## config.mk

```make
export PLATFORM = sky130hd
export DESIGN_NAME = rdbus_target
export DESIGN_NICKNAME = d
export VERILOG_FILES = /design/src/rtl/rdt_pkg.sv /design/src/rtl/rdt_decode.sv /design/src/rtl/rdt_regfile.sv /design/src/rtl/rdt_seq.sv /design/src/rtl/rdbus_target.sv
export SDC_FILE = /design/constraint.sdc
export NUM_CORES = 1
export LEC_CHECK = 0
export BUFFER_PORTS_ARGS = -buffer_cell sky130_fd_sc_hd__buf_4
export CORE_MARGIN = 2
export CORE_UTILIZATION = 45
export CTS_BUF_LIST = sky130_fd_sc_hd__clkbuf_4
export DETAILED_ROUTE_END_ITERATION = 10
export HOLD_SLACK_MARGIN = 0.12
export PLACE_DENSITY = 0.71
export RECOVER_POWER = 25
export SLEW_MARGIN = 25
export SYNTH_ARGS = -nofsm -noshare
export SYNTH_HDL_FRONTEND = slang
export SYNTH_SLANG_ARGS = --single-unit
```

## constraint.sdc

```tcl
create_clock -name clk -period 3.8 [get_ports clk]
set_input_delay 0.76 -clock clk [delete_from_list [all_inputs] [get_ports clk]]
set_output_delay 0.76 -clock clk [all_outputs]
set_load 0.02 [all_outputs]
```

## src/rtl/rdt_pkg.sv

```systemverilog
package rdt_pkg;

  typedef enum logic [1:0] {
    ST_IDLE = 2'd0,
    ST_TURN = 2'd1,
    ST_DATA = 2'd2,
    ST_SKIP = 2'd3
  } rdt_state_t;

  localparam logic [3:0] CMD_RD_PLAIN = 4'b0110;
  localparam logic [3:0] CMD_RD_MULTI = 4'b1100;
  localparam logic [3:0] CMD_RD_LINE  = 4'b1110;

  localparam logic [31:0] WORD_MIX = 32'h9E37_79B1;

  function automatic logic is_mem_read(input logic [3:0] code);
    return (code == CMD_RD_PLAIN) || (code == CMD_RD_MULTI) || (code == CMD_RD_LINE);
  endfunction

  function automatic logic [31:0] store_word(input logic [31:0] key, input logic [31:0] idx);
    return key ^ (idx * WORD_MIX);
  endfunction

endpackage

```

## src/rtl/rdt_decode.sv

```systemverilog
module rdt_decode #(
  parameter int          ADDR_W    = 32,
  parameter int          WIN_BITS  = 8,
  parameter logic [31:0] BASE_ADDR = 32'h4000_0100,
  localparam int         IDX_W     = WIN_BITS - 2
) (
  input  logic [ADDR_W-1:2] addr_hi,
  input  logic [3:0]        cmd,
  output logic              claim,
  output logic [IDX_W-1:0]  start_idx
);
  import rdt_pkg::*;

  logic in_window;

  always_comb begin
    in_window = (addr_hi[ADDR_W-1:WIN_BITS] == BASE_ADDR[ADDR_W-1:WIN_BITS]);
    claim     = in_window && is_mem_read(cmd);
    start_idx = addr_hi[WIN_BITS-1:2];
  end

endmodule

```

## src/rtl/rdt_regfile.sv

```systemverilog
module rdt_regfile #(
  parameter int          DATA_W   = 32,
  parameter int          IDX_W    = 6,
  parameter logic [31:0] INIT_KEY = 32'hA5C3_0F12,
  localparam int         DEPTH    = 1 << IDX_W
) (
  input  logic              clk,
  input  logic [IDX_W-1:0]  rd_idx,
  output logic [DATA_W-1:0] rd_data
);
  import rdt_pkg::*;

  logic [DATA_W-1:0] mem [DEPTH];

  initial begin
    for (int i = 0; i < DEPTH; i++) begin
      mem[i] = DATA_W'(store_word(INIT_KEY, 32'(i)));
    end
  end

  always_ff @(posedge clk) begin
    rd_data <= mem[rd_idx];
  end

endmodule

```

## src/rtl/rdt_seq.sv

```systemverilog
module rdt_seq #(
  parameter int  IDX_W = 6,
  parameter int  LANES = 4
) (
  input  logic             clk,
  input  logic             rst,
  input  logic             frame_i,
  input  logic             irdy_i,
  input  logic [LANES-1:0] be_i,
  input  logic             claim,
  input  logic [IDX_W-1:0] start_idx,
  output logic             sel_q,
  output logic             rdy_q,
  output logic             oe_q,
  output logic [LANES-1:0] be_q,
  output logic [IDX_W-1:0] rd_idx
);
  import rdt_pkg::*;

  rdt_state_t       state;
  logic             frame_q;
  logic [IDX_W-1:0] idx_q;
  logic             phase_done;
  logic             addr_phase;

  always_comb begin
    phase_done = (state == ST_DATA) && irdy_i && rdy_q;
    addr_phase = (state == ST_IDLE) && frame_i && !frame_q;
    rd_idx     = phase_done ? idx_q + 1'b1 : idx_q;
  end

  always_ff @(posedge clk) begin
    if (rst) begin
      state   <= ST_IDLE;
      frame_q <= 1'b0;
      be_q    <= '0;
      idx_q   <= '0;
      sel_q   <= 1'b0;
      rdy_q   <= 1'b0;
      oe_q    <= 1'b0;
    end else begin
      frame_q <= frame_i;
      be_q    <= be_i;
      unique case (state)
        ST_IDLE: begin
          if (addr_phase) begin
            if (claim) begin
              sel_q <= 1'b1;
              idx_q <= start_idx;
              state <= ST_TURN;
            end else begin
              state <= ST_SKIP;
            end
          end
        end
        ST_TURN: begin
          rdy_q <= 1'b1;
          oe_q  <= 1'b1;
          state <= ST_DATA;
        end
        ST_DATA: begin
          if (phase_done) begin
            if (!frame_i) begin
              sel_q <= 1'b0;
              rdy_q <= 1'b0;
              oe_q  <= 1'b0;
              state <= ST_IDLE;
            end else begin
              idx_q <= idx_q + 1'b1;
            end
          end
        end
        ST_SKIP: begin
          if (!frame_i && !irdy_i) begin
            state <= ST_IDLE;
          end
        end
        default: state <= ST_IDLE;
      endcase
    end
  end

endmodule

```

## src/rtl/rdbus_target.sv

```systemverilog
module rdbus_target #(
  parameter int          WIN_BITS  = 8,
  parameter logic [31:0] BASE_ADDR = 32'h4000_0100,
  parameter logic [31:0] INIT_KEY  = 32'hA5C3_0F12
) (
  input  logic        clk,
  input  logic        rst,
  input  logic        frame_i,
  input  logic        irdy_i,
  input  logic [31:0] ad_i,
  input  logic [3:0]  cmd_be_i,
  output logic [31:0] ad_o,
  output logic        ad_oe_o,
  output logic        sel_o,
  output logic        rdy_o
);
  localparam int ADDR_W = 32;
  localparam int LANES  = 4;
  localparam int LANE_W = ADDR_W / LANES;
  localparam int IDX_W  = WIN_BITS - 2;

  logic             claim;
  logic [IDX_W-1:0] start_idx;
  logic [IDX_W-1:0] rd_idx;
  logic [ADDR_W-1:0] rd_data;
  logic [LANES-1:0] be_q;
  logic             sel_q, rdy_q, oe_q;
  logic             unused_low_ad;

  assign unused_low_ad = ^ad_i[1:0];

  rdt_decode #(
    .ADDR_W   (ADDR_W),
    .WIN_BITS (WIN_BITS),
    .BASE_ADDR(BASE_ADDR)
  ) u_decode (
    .addr_hi  (ad_i[ADDR_W-1:2]),
    .cmd      (cmd_be_i),
    .claim    (claim),
    .start_idx(start_idx)
  );

  rdt_seq #(
    .IDX_W(IDX_W),
    .LANES(LANES)
  ) u_seq (
    .clk      (clk),
    .rst      (rst),
    .frame_i  (frame_i),
    .irdy_i   (irdy_i),
    .be_i     (cmd_be_i),
    .claim    (claim),
    .start_idx(start_idx),
    .sel_q    (sel_q),
    .rdy_q    (rdy_q),
    .oe_q     (oe_q),
    .be_q     (be_q),
    .rd_idx   (rd_idx)
  );

  rdt_regfile #(
    .DATA_W  (ADDR_W),
    .IDX_W   (IDX_W),
    .INIT_KEY(INIT_KEY)
  ) u_store (
    .clk    (clk),
    .rd_idx (rd_idx),
    .rd_data(rd_data)
  );

  for (genvar k = 0; k < LANES; k++) begin : g_lane
    assign ad_o[k*LANE_W +: LANE_W] = (oe_q && be_q[k]) ? rd_data[k*LANE_W +: LANE_W] : '0;
  end

  assign ad_oe_o = oe_q;
  assign sel_o   = sel_q;
  assign rdy_o   = rdy_q;

endmodule

```

Word level (Yosys, flattened, before mapping)
Memory sizes are Yosys's and may differ from the RTL's. A register that Yosys moved wholly into a read port is not among the register bits.
Cells that the tools add are included.
{"block": "word_totals", "ff_bits": 15, "wordCells": 65, "mem_bits_ro": 2048, "n_memories": 1}
{"block": "op_classes", "add_sub_neg": 1, "muxes": 22, "eq_ne": 13, "n_reduce_logical": 22}
{"memory": "u_store.mem", "words": 64, "word_bits": 32, "read_ports": 1, "rd_ports_with_merged_regs": 1, "wr": 0, "line": "rdt_regfile.sv:13", "rtl": "logic [DATA_W-1:0] mem [DEPTH];"}
{"cell": "$mux W8", "n": 4}
{"cell": "$mux W6", "n": 5}
{"cell": "$eq A24 B23 Y1 const B", "n": 1}
{"cell": "$pmux W6 S2", "n": 1}
{"cell": "$logic_and A1 B1 Y1", "n": 10}
{"cell": "$mux W2", "n": 5}
{"cell": "$reduce_and A5 Y1", "n": 2}
{"cell": "$eq A4 B4 Y1 const B", "n": 2}
{"cell": "$pmux W2 S4", "n": 1}
{"cell": "$add A6 B1 Y6 const B", "n": 1}
{"cell": "$ne A2 B1 Y1 const B", "n": 3}
{"cell": "$ne A2 B2 Y1 const B", "n": 3}
{"cell": "$eq A2 B2 Y1 const B", "n": 2}
{"cell": "$eq A4 B3 Y1 const B", "n": 1}
{"cell": "$mux W1", "n": 4}
{"cell": "$pmux W1 S2", "n": 2}
{"cell": "$reduce_and A4 Y1", "n": 1}
{"cell": "$reduce_bool A2 Y1", "n": 2}
{"cell": "$logic_not A1 Y1", "n": 3}
{"cell": "$reduce_and A3 Y1", "n": 1}
{"cell": "$eq A2 B1 Y1 const B", "n": 1}
{"cell": "$logic_not A2 Y1", "n": 1}
{"cell": "$logic_or A1 B1 Y1", "n": 2}

Depth between registers and ports, before layout
Gate-level depths: netlist of run 1.
{"block": "depth", "word_depth": 7, "depth_mapped": 13, "mapped_depth_nobuf": 10}

Modules after synthesis
A second synthesis of run 1 with hierarchy kept.
{"block": "hier_totals", "cells_unflattened": 564, "area_unflattened_um2": 4124.0}
{"module": "rdt_regfile", "cells_each": 420, "seq_area_each_um2": 640.6, "area_each_um2": 2969.1, "n_inst": 1}
{"module": "rdt_seq", "cells_each": 92, "seq_area_each_um2": 300.3, "area_each_um2": 792.0, "n_inst": 1}
{"module": "rdbus_target", "cells_each": 35, "seq_area_each_um2": 0.0, "area_each_um2": 230.2, "n_inst": 1}
{"module": "rdt_decode", "cells_each": 17, "seq_area_each_um2": 0.0, "area_each_um2": 132.6, "n_inst": 1}

Worst setup path before layout of run 1
OpenSTA, ideal clock, no wires.
{"block": "synth_path", "kind": "input-to-reg", "startpoint": "input port irdy_i", "endpoint": "register u_store.rd_data[11], read port of u_store.mem", "path_buffers": 3, "slack_ns": 0.386, "cell_stages": 13, "required_ns": 3.722, "t_arrival_ns": 3.336, "cell_sequence": "and4b_1 > buf_6 > buf_12 > mux2i_4 > inv_1 > ha_1 > clkbuf_1 > clkinv_1 > a21oi_1 > a221o_1 > nor2_1 > mux2_2 > a32oi_1"}
{"block": "synth_via", "elab_chain_len": 3}
{"element": "start: declaration", "line": "rdbus_target.sv:9", "rtl": "input logic irdy_i,"}
{"element": "$logic_and A1 B1 Y1 (2 in a row)", "line": "rdt_seq.sv:27", "rtl": "phase_done = (state == ST_DATA) && irdy_i && rdy_q;"}
{"element": "$mux W6", "line": "rdt_seq.sv:29", "rtl": "rd_idx = phase_done ? idx_q + 1'b1 : idx_q;"}
{"element": "end: declaration", "line": "rdt_regfile.sv:9", "rtl": "output logic [DATA_W-1:0] rd_data"}
No other way between the ends.
A chain may end at the register's enable or synchronous reset.

Worst setup path in the final report of run 1
{"block": "layout_path", "startpoint": "register u_seq.idx_q[0]", "endpoint": "register u_store.rd_data[27], read port of u_store.mem"}
{"block": "layout_via", "elab_chain_len": 2}
{"element": "start: declaration", "line": "rdt_seq.sv:22", "rtl": "logic [IDX_W-1:0] idx_q;"}
{"element": "start signal: assignment", "line": "rdt_seq.sv:49", "rtl": "idx_q <= start_idx;"}
{"element": "start signal: assignment", "line": "rdt_seq.sv:69", "rtl": "idx_q <= idx_q + 1'b1;"}
{"element": "$add A6 B1 Y6", "line": "rdt_seq.sv:29"}
{"element": "$mux W6 (*)", "line": "rdt_seq.sv:29"}
Mark *: on every way between the ends. The rest lies on a longest branch, timed or not.

==> results of run 1 <==
-- sequential cells by signal (all words and copies together), names as in the netlist --
signal           flops
u_seq.idx_q          6
u_seq.frame_q        1
u_seq.sel_q          1
u_seq.state          2
u_seq.be_q           4
u_seq.rdy_q          1
u_store.rd_data     32
-- worst register-to-register path: cells and delay by family, from the launching register on --
family / cells / cell delay [ns]
simple gates: 4 / 1.55
compound gates: 1 / 0.48
flops: 1 / 0.44
buf+inv: 1 / 0.41
fa+ha+maj: 1 / 0.38
-- worst max path at each step --
stage	startpoint	endpoint	depth (start not counted)
after floorplan	irdy_i	u_store.rd_data[11]	13
after global placement	irdy_i	u_store.rd_data[11]	11
after detailed placement	irdy_i	u_store.rd_data[15]	11
after CTS	u_seq.idx_q[0]	u_store.rd_data[27]	7
after global routing	u_seq.idx_q[0]	u_store.rd_data[27]	7
final	u_seq.idx_q[0]	u_store.rd_data[27]	7
-- report_power, final --
part / switching (mW) / internal, mW
registers: 0.00850 / 0.508
logic: 0.0967 / 0.0748
clock network: 0.173 / 0.141
-- layout by cell type (no fill, tap or decap), drive strengths merged, types with 4 or more instances in the layout --
cell type	n
clkbuf	13
nor2b	15
nor4	9
o32ai	9
o311ai	4
o22ai	10
and3	37
a21oi	61
mux2	5
nand4	4
nand2	56
o211ai	18
a211oi	20
a31oi	15
or3	10
a211o	8
buf	109
a32oi	7
mux2i	11
ha	12
o21ai	60
dfxtp	47
o2bb2ai	4
nand3	32
nor3	31
a221oi	9
a31o	4
a21o	5
nand2b	10
nor2	41
o31ai	9
inv	22
xnor2	13
-- final cells by class --
| class | count | area, um^2 |
|---|---|---|
| multi-input combinational | 591 | 3880 |
| inverter | 22 | 82.6 |
| clock inverter | 3 | 46.3 |
| sequential | 47 | 941 |
| fill | 1159 | 5450 |
| clock buffer | 5 | 37.5 |
| timing repair buffer | 117 | 852 |
| antenna | 1 | 2.50 |
| tap | 143 | 179 |
-- logic make-up after synthesis --
logic type,count (synthesis)
multiplexers,16
XOR/XNOR,16
adder cells (fa/ha/maj),12
buffers and inverters,108
AO/OA/AOI/OAI,284
flip-flops,47
AND/OR/NAND/NOR,263
-- through the flow --
stage	total power, mW	setup WS, ns	area, um^2
floorplan	0.625	0.386	5300
global placement	0.692	0.341	5960
detailed placement	0.696	0.314	5960
CTS	1.00	0.547	6050
global route	1.04	0.295	6020
finish	1.00	0.410	6020
-- routing by layer --
layer / global-route usage, % / vias to the layer above / part of all wire (%)
met4: 10.9 / 0 / 3.8
met2: 49.3 / 402 / 45
met3: 5.83 / 72 / 9.9
met1: 41.5 / 2990 / 41
met5: 0 / - / 0
li1: - / 2914 / -
==> impl_metrics.py, run 1 <==
metrics = {
    "outcome": {
        "status": "finished, final reports clean",
    },
    "global_route": {
        "overflow": 0,
        "grt_pass1_wl_mm": 31.7,
        "grt_usage_pct": 30.8,
        "antenna_found_initial": 0,
        "grt_max_degree": 44,
        "grt_pass1_vias": 5777,
    },
    "worst_setup_path": {
        "worstSetupPathType": "flip-flop to flip-flop",
        "crit_chain": "ha_1 > buf_4 > and3_1 > nand3_1 > nand2_1 > nor2_1 > a211oi_1",
        "r2r-end": "u_store.rd_data[27]",
        "worstRegToRegCells": 7,
        "r2r-start": "u_seq.idx_q[0]",
        "crit_required_ns": 4.04,
        "end_kind": "flip-flop",
        "crit_fanout": 34,
        "critical_path.slowest_cell": "nand2_1",
        "cp_top_family": "simple AND/OR/NAND/NOR gates",
        "crit_arrival_ns": 3.64,
        "crit_path_start_kind": "flip-flop",
        "critPathMaxStageDelay_ns": 0.64,
        "r2r_slack_ns": 0.41,
        "critPathBufInv": 1,
    },
    "timing": {
        "max_slew_margin_pct": 39.9,
        "finClkSkew_ns": 0.0293,
        "timing.hold.ws_ns": 0.554,
        "slew_violations": 0,
        "finalSetupViolCount": 0,
        "finalHoldViolations": 0,
        "setup_tns_ns": 0,
        "worst_pin_slew_ns": 0.888,
        "rsz0062_at_grt": "false",
        "timing.final.crit_share_pct": 89.2,
        "timing.fmax_ghz": 0.295,
        "fin_crit_ns": 3.39,
    },
    "logic_synthesis": {
        "ys.flop_type": "dfxtp_1",
        "synth_commonest_cells": "59 x a21oi_1, 55 x nand2_1, 54 x o21ai_0",
        "synth-edff-count": 0,
        "yosys.area.top_type_share_pct": 17.7,
        "synth.avg_cell_area_um2": 7.11,
        "synth-xor-area-share_pct": 3.14,
        "synth_cell_type_count": 81,
        "synth_fa_ha_area_share_pct": 2.83,
        "yosysWarnings": 0,
        "synth-async-reset-ratio_pct": 0,
        "yosys-top-cells-area": "dfxtp_1 18%, a21oi_1 5.6%, o21ai_0 5.1%, and3_1 4.4%, nand2_1 3.9%",
        "ys_seq_area_share_pct": 17.7,
        "synth.most_common_cell": "a21oi_1",
        "muxShareOfSynthArea_pct": 3.37,
        "syn_area_mm2": 0.00530,
        "syn_nets": 798,
        "synthSimpleGateAreaFrac_pct": 26.8,
        "synth_compound_area_share_pct": 36.8,
        "synth.largest_area_cell": "dfxtp_1",
        "ys_ff_latch": 47,
        "synth_top_family_by_area": "compound AO/OA/AOI/OAI gates",
        "syn_inst": 746,
    },
    "routing": {
        "first_pass_iters": 5,
        "drc_errors": 0,
        "wl_per_cell_um": 21.8,
        "wirelength_mm": 20.2,
        "postRouteAntennaNets": 0,
        "first_iter_violations": 809,
        "dr_total_vias": 6378,
        "viasPerCell": 6.87,
    },
    "clock_tree": {
        "clk-insertion-delay-late_ns": 0.39,
        "ctsRootBufferMaster": "clkbuf_4",
        "cts_sinks": 47,
        "numCtsBuffers": 5,
        "cts_tree": "built",
        "htreeDepth": 2,
        "max-clock-path-buffers": 2,
        "ctsHoldBuffers": 0,
        "cts_setup_buffers": 0,
        "clk_pin_slew_ns": 0.16,
        "ctsResizeCount": 0,
    },
    "placement": {
        "routabilityCongestion": 0.974,
        "dp.cells": 920,
        "dp_hpwl_mm": 14.6,
        "numPortBuffers": 72,
    },
    "floorplanning": {
        "initial_core_util_pct": 46.3,
        "dieHeight_um": 113,
        "core_area_mm2": 0.0115,
        "dieArea_mm2": 0.0127,
        "ios": 75,
        "rows": 39,
        "fp.dieW_um": 113,
    },
    "cells_and_area": {
        "nNetsFinal": 836,
        "final_core_util_pct": 52.5,
        "final_layout_size_suffix_gt1_share_pct": 19.1,
        "syn2layout_area_growth_pct": 13.5,
        "stdcell_count": 929,
    },
    "min_path": {
        "min_from": "u_seq.idx_q[0]",
        "hold_end": "u_seq.idx_q[0]",
        "min_path_cells": 2,
        "hold_path.class": "flip-flop to flip-flop",
    },
    "flow_run": {
        "maxCapViolations": 0,
    },
    "power_and_ir_drop": {
        "peakVddDrop_v": 0.000137,
        "leakage_nw": 2.46,
        "p_per_area_mw_per_mm2": 166,
    },
}
Power figures use the tool's default switching activity.
==> run 2: changes to the inputs <==
--- a/config.mk
+++ b/config.mk
@@ -5,13 +5,14 @@
 export SDC_FILE = /design/constraint.sdc
 export NUM_CORES = 1
 export LEC_CHECK = 0
-export BUFFER_PORTS_ARGS = -buffer_cell sky130_fd_sc_hd__buf_4
 export CORE_MARGIN = 2
-export CORE_UTILIZATION = 45
+export CORE_UTILIZATION = 25
 export CTS_BUF_LIST = sky130_fd_sc_hd__clkbuf_4
 export DETAILED_ROUTE_END_ITERATION = 10
+export DONT_BUFFER_PORTS = 1
+export GPL_TIMING_DRIVEN = 0
 export HOLD_SLACK_MARGIN = 0.12
-export PLACE_DENSITY = 0.71
+export PLACE_DENSITY = 0.44
 export RECOVER_POWER = 25
 export SLEW_MARGIN = 25
 export SYNTH_ARGS = -nofsm -noshare
==> impl_metrics.py, run 2 (synthesis results as in run 1) <==
metrics = {
    "min_path": {
        "hold_path.class": "primary input to flip-flop",
        "min_path_cells": 2,
        "min_from": "frame_i",
        "hold_end": "u_seq.frame_q",
    },
    "routing": {
        "first_pass_iters": 6,
        "dr_total_vias": 6491,
        "wirelength_mm": 26.2,
        "viasPerCell": 6.30,
        "first_iter_violations": 1240,
        "drc_errors": 0,
        "postRouteAntennaNets": 0,
        "wl_per_cell_um": 25.4,
    },
    "floorplanning": {
        "rows": 53,
        "ios": 75,
        "dieHeight_um": 150,
        "initial_core_util_pct": 25.4,
        "fp.dieW_um": 150,
        "dieArea_mm2": 0.0224,
        "core_area_mm2": 0.0209,
    },
    "placement": {
        "numPortBuffers": 0,
        "dp_hpwl_mm": 19.3,
        "dp.cells": 1021,
        "routabilityCongestion": 0.960,
    },
    "worst_setup_path": {
        "end_kind": "flip-flop",
        "worstSetupPathType": "flip-flop to flip-flop",
        "worstRegToRegCells": 12,
        "crit_path_start_kind": "flip-flop",
        "crit_fanout": 10,
        "r2r-start": "u_seq.rdy_q",
        "critPathBufInv": 3,
        "cp_top_family": "compound AO/OA/AOI/OAI gates",
        "critical_path.slowest_cell": "dfxtp_1",
        "r2r-end": "u_store.rd_data[16]",
        "crit_arrival_ns": 4.05,
        "crit_required_ns": 4.11,
        "crit_chain": "and4b_1 > buf_6 > buf_12 > mux2i_4 > ha_1 > clkbuf_1 > nand2b_1 > a31oi_1 > o211ai_1 > o22ai_1 > a221oi_1 > a211oi_1",
        "r2r_slack_ns": 0.06,
        "critPathMaxStageDelay_ns": 0.51,
    },
    "cells_and_area": {
        "layout_commonest_cell": "a21oi_1",
        "syn2layout_area_growth_pct": 8.87,
        "regMostFlops": "u_store.rd_data",
        "layout_common_cells": "59 x a21oi_1, 56 x nand2_1, 54 x o21ai_0",
        "largest_reg_flops": 32,
        "n_fill_cell": 2338,
        "stdcell_count": 1031,
        "final_layout_size_suffix_gt1_share_pct": 11.5,
        "nNetsFinal": 806,
        "largestRegisters": "u_store.rd_data: 32 flops, u_seq.idx_q: 6 flops, u_seq.be_q: 4 flops",
    },
    "clock_tree": {
        "clk_pin_slew_ns": 0.16,
        "ctsHoldBuffers": 0,
        "ctsRootBufferMaster": "clkbuf_4",
        "cts_sinks": 47,
        "max-clock-path-buffers": 2,
        "clk-insertion-delay-late_ns": 0.42,
        "cts_tree": "built",
        "numCtsBuffers": 5,
        "htreeDepth": 2,
    },
    "timing": {
        "worst_pin_slew_ns": 1.07,
        "setup_tns_ns": 0,
        "finClkSkew_ns": 0.0264,
        "fin_crit_ns": 3.74,
        "timing.final.crit_share_pct": 98.3,
        "max_slew_margin_pct": 28.1,
        "timing.fmax_ghz": 0.268,
        "finalSetupViolCount": 0,
        "slew_violations": 0,
        "finalHoldViolations": 0,
        "rsz0062_at_grt": "false",
    },
    "power_and_ir_drop": {
        "seqPwrFrac_pct": 52.1,
        "p_per_area_mw_per_mm2": 173,
        "p_comb_share_pct": 14.1,
        "leakage_nw": 2.15,
        "peakVddDrop_v": 0.0000916,
        "p_sw_mw": 0.304,
        "p_sw_share_pct": 30.4,
        "p_clk_share_pct": 33.7,
        "internal_power_mw": 0.695,
    },
    "global_route": {
        "grt_usage_pct": 22.8,
        "grt_pass1_wl_mm": 38.6,
        "grt_pass1_vias": 5883,
        "overflow": 0,
        "antenna_found_initial": 2,
        "grt_max_degree": 17,
    },
    "flow_run": {
        "maxCapViolations": 0,
    },
    "outcome": {
        "status": "finished, final reports clean",
    },
}
[run 2: what timing repair did]
action,CTS,global route
setup buffers,2,0
resized for setup,4,5
endpoints found under the setup margin,7,7
pin swaps,0,0
[run 2: area by class of cell]
cell class	instances	area (um^2)	share of cell area, %
antenna	1	2.50	0.0433
clock inverter	3	46.3	0.802
clock buffer	5	37.5	0.650
multi-input combinational	591	3900	67.5
tap	275	344	5.96
sequential	47	941	16.3
timing repair buffer	2	15.0	0.260
buffer	85	402	6.96
inverter	22	87.6	1.52
[run 2: power groups by stage]
stage	clock, mW	sequential (mW)	combinational (mW)
3_5_place_dp	0	0.532	0.138
4_1_cts	0.348	0.522	0.139
5_1_grt	0.366	0.524	0.153
3_3_place_gp	0	0.532	0.140
6_report	0.337	0.521	0.141
2_1_floorplan	0	0.527	0.0980
[run 2: routing by layer]
| metal | share of wire (%) | track usage [%] | up-vias |
|---|---|---|---|
| met5 | 0 | 0 | - |
| met3 | 11 | 5.00 | 89 |
| met2 | 43 | 33.5 | 517 |
| met1 | 42 | 32.1 | 3043 |
| li1 | - | - | 2842 |
| met4 | 3.8 | 9.20 | 0 |
[run 2: per-stage QoR]
stage	setup WS [ns]	util, %	power, mW	hold slack, ns	instance area, um^2
floorplan	0.386	-	0.625	0.524	5300
global placement	-0.729	27.0	0.672	0.566	5650
detailed placement	-0.665	27.0	0.670	0.557	5650
CTS	0.00410	27.5	1.01	0.442	5750
global route	0.0581	27.6	1.04	0.451	5770
finish	0.0638	27.6	1.00	0.452	5770
[run 2: worst max-delay path by stage]
stage	startpoint	end	slack (ns)	cells after the start
2_1_floorplan	irdy_i	u_store.rd_data[11]	0.39	13
6_report	u_seq.rdy_q	u_store.rd_data[16]	0.06	12
4_1_cts	u_seq.rdy_q	u_store.rd_data[11]	0.004	13
5_1_grt	u_seq.rdy_q	u_store.rd_data[16]	0.06	12
3_5_place_dp	irdy_i	u_store.rd_data[11]	-0.66	13
3_3_place_gp	irdy_i	u_store.rd_data[11]	-0.73	13
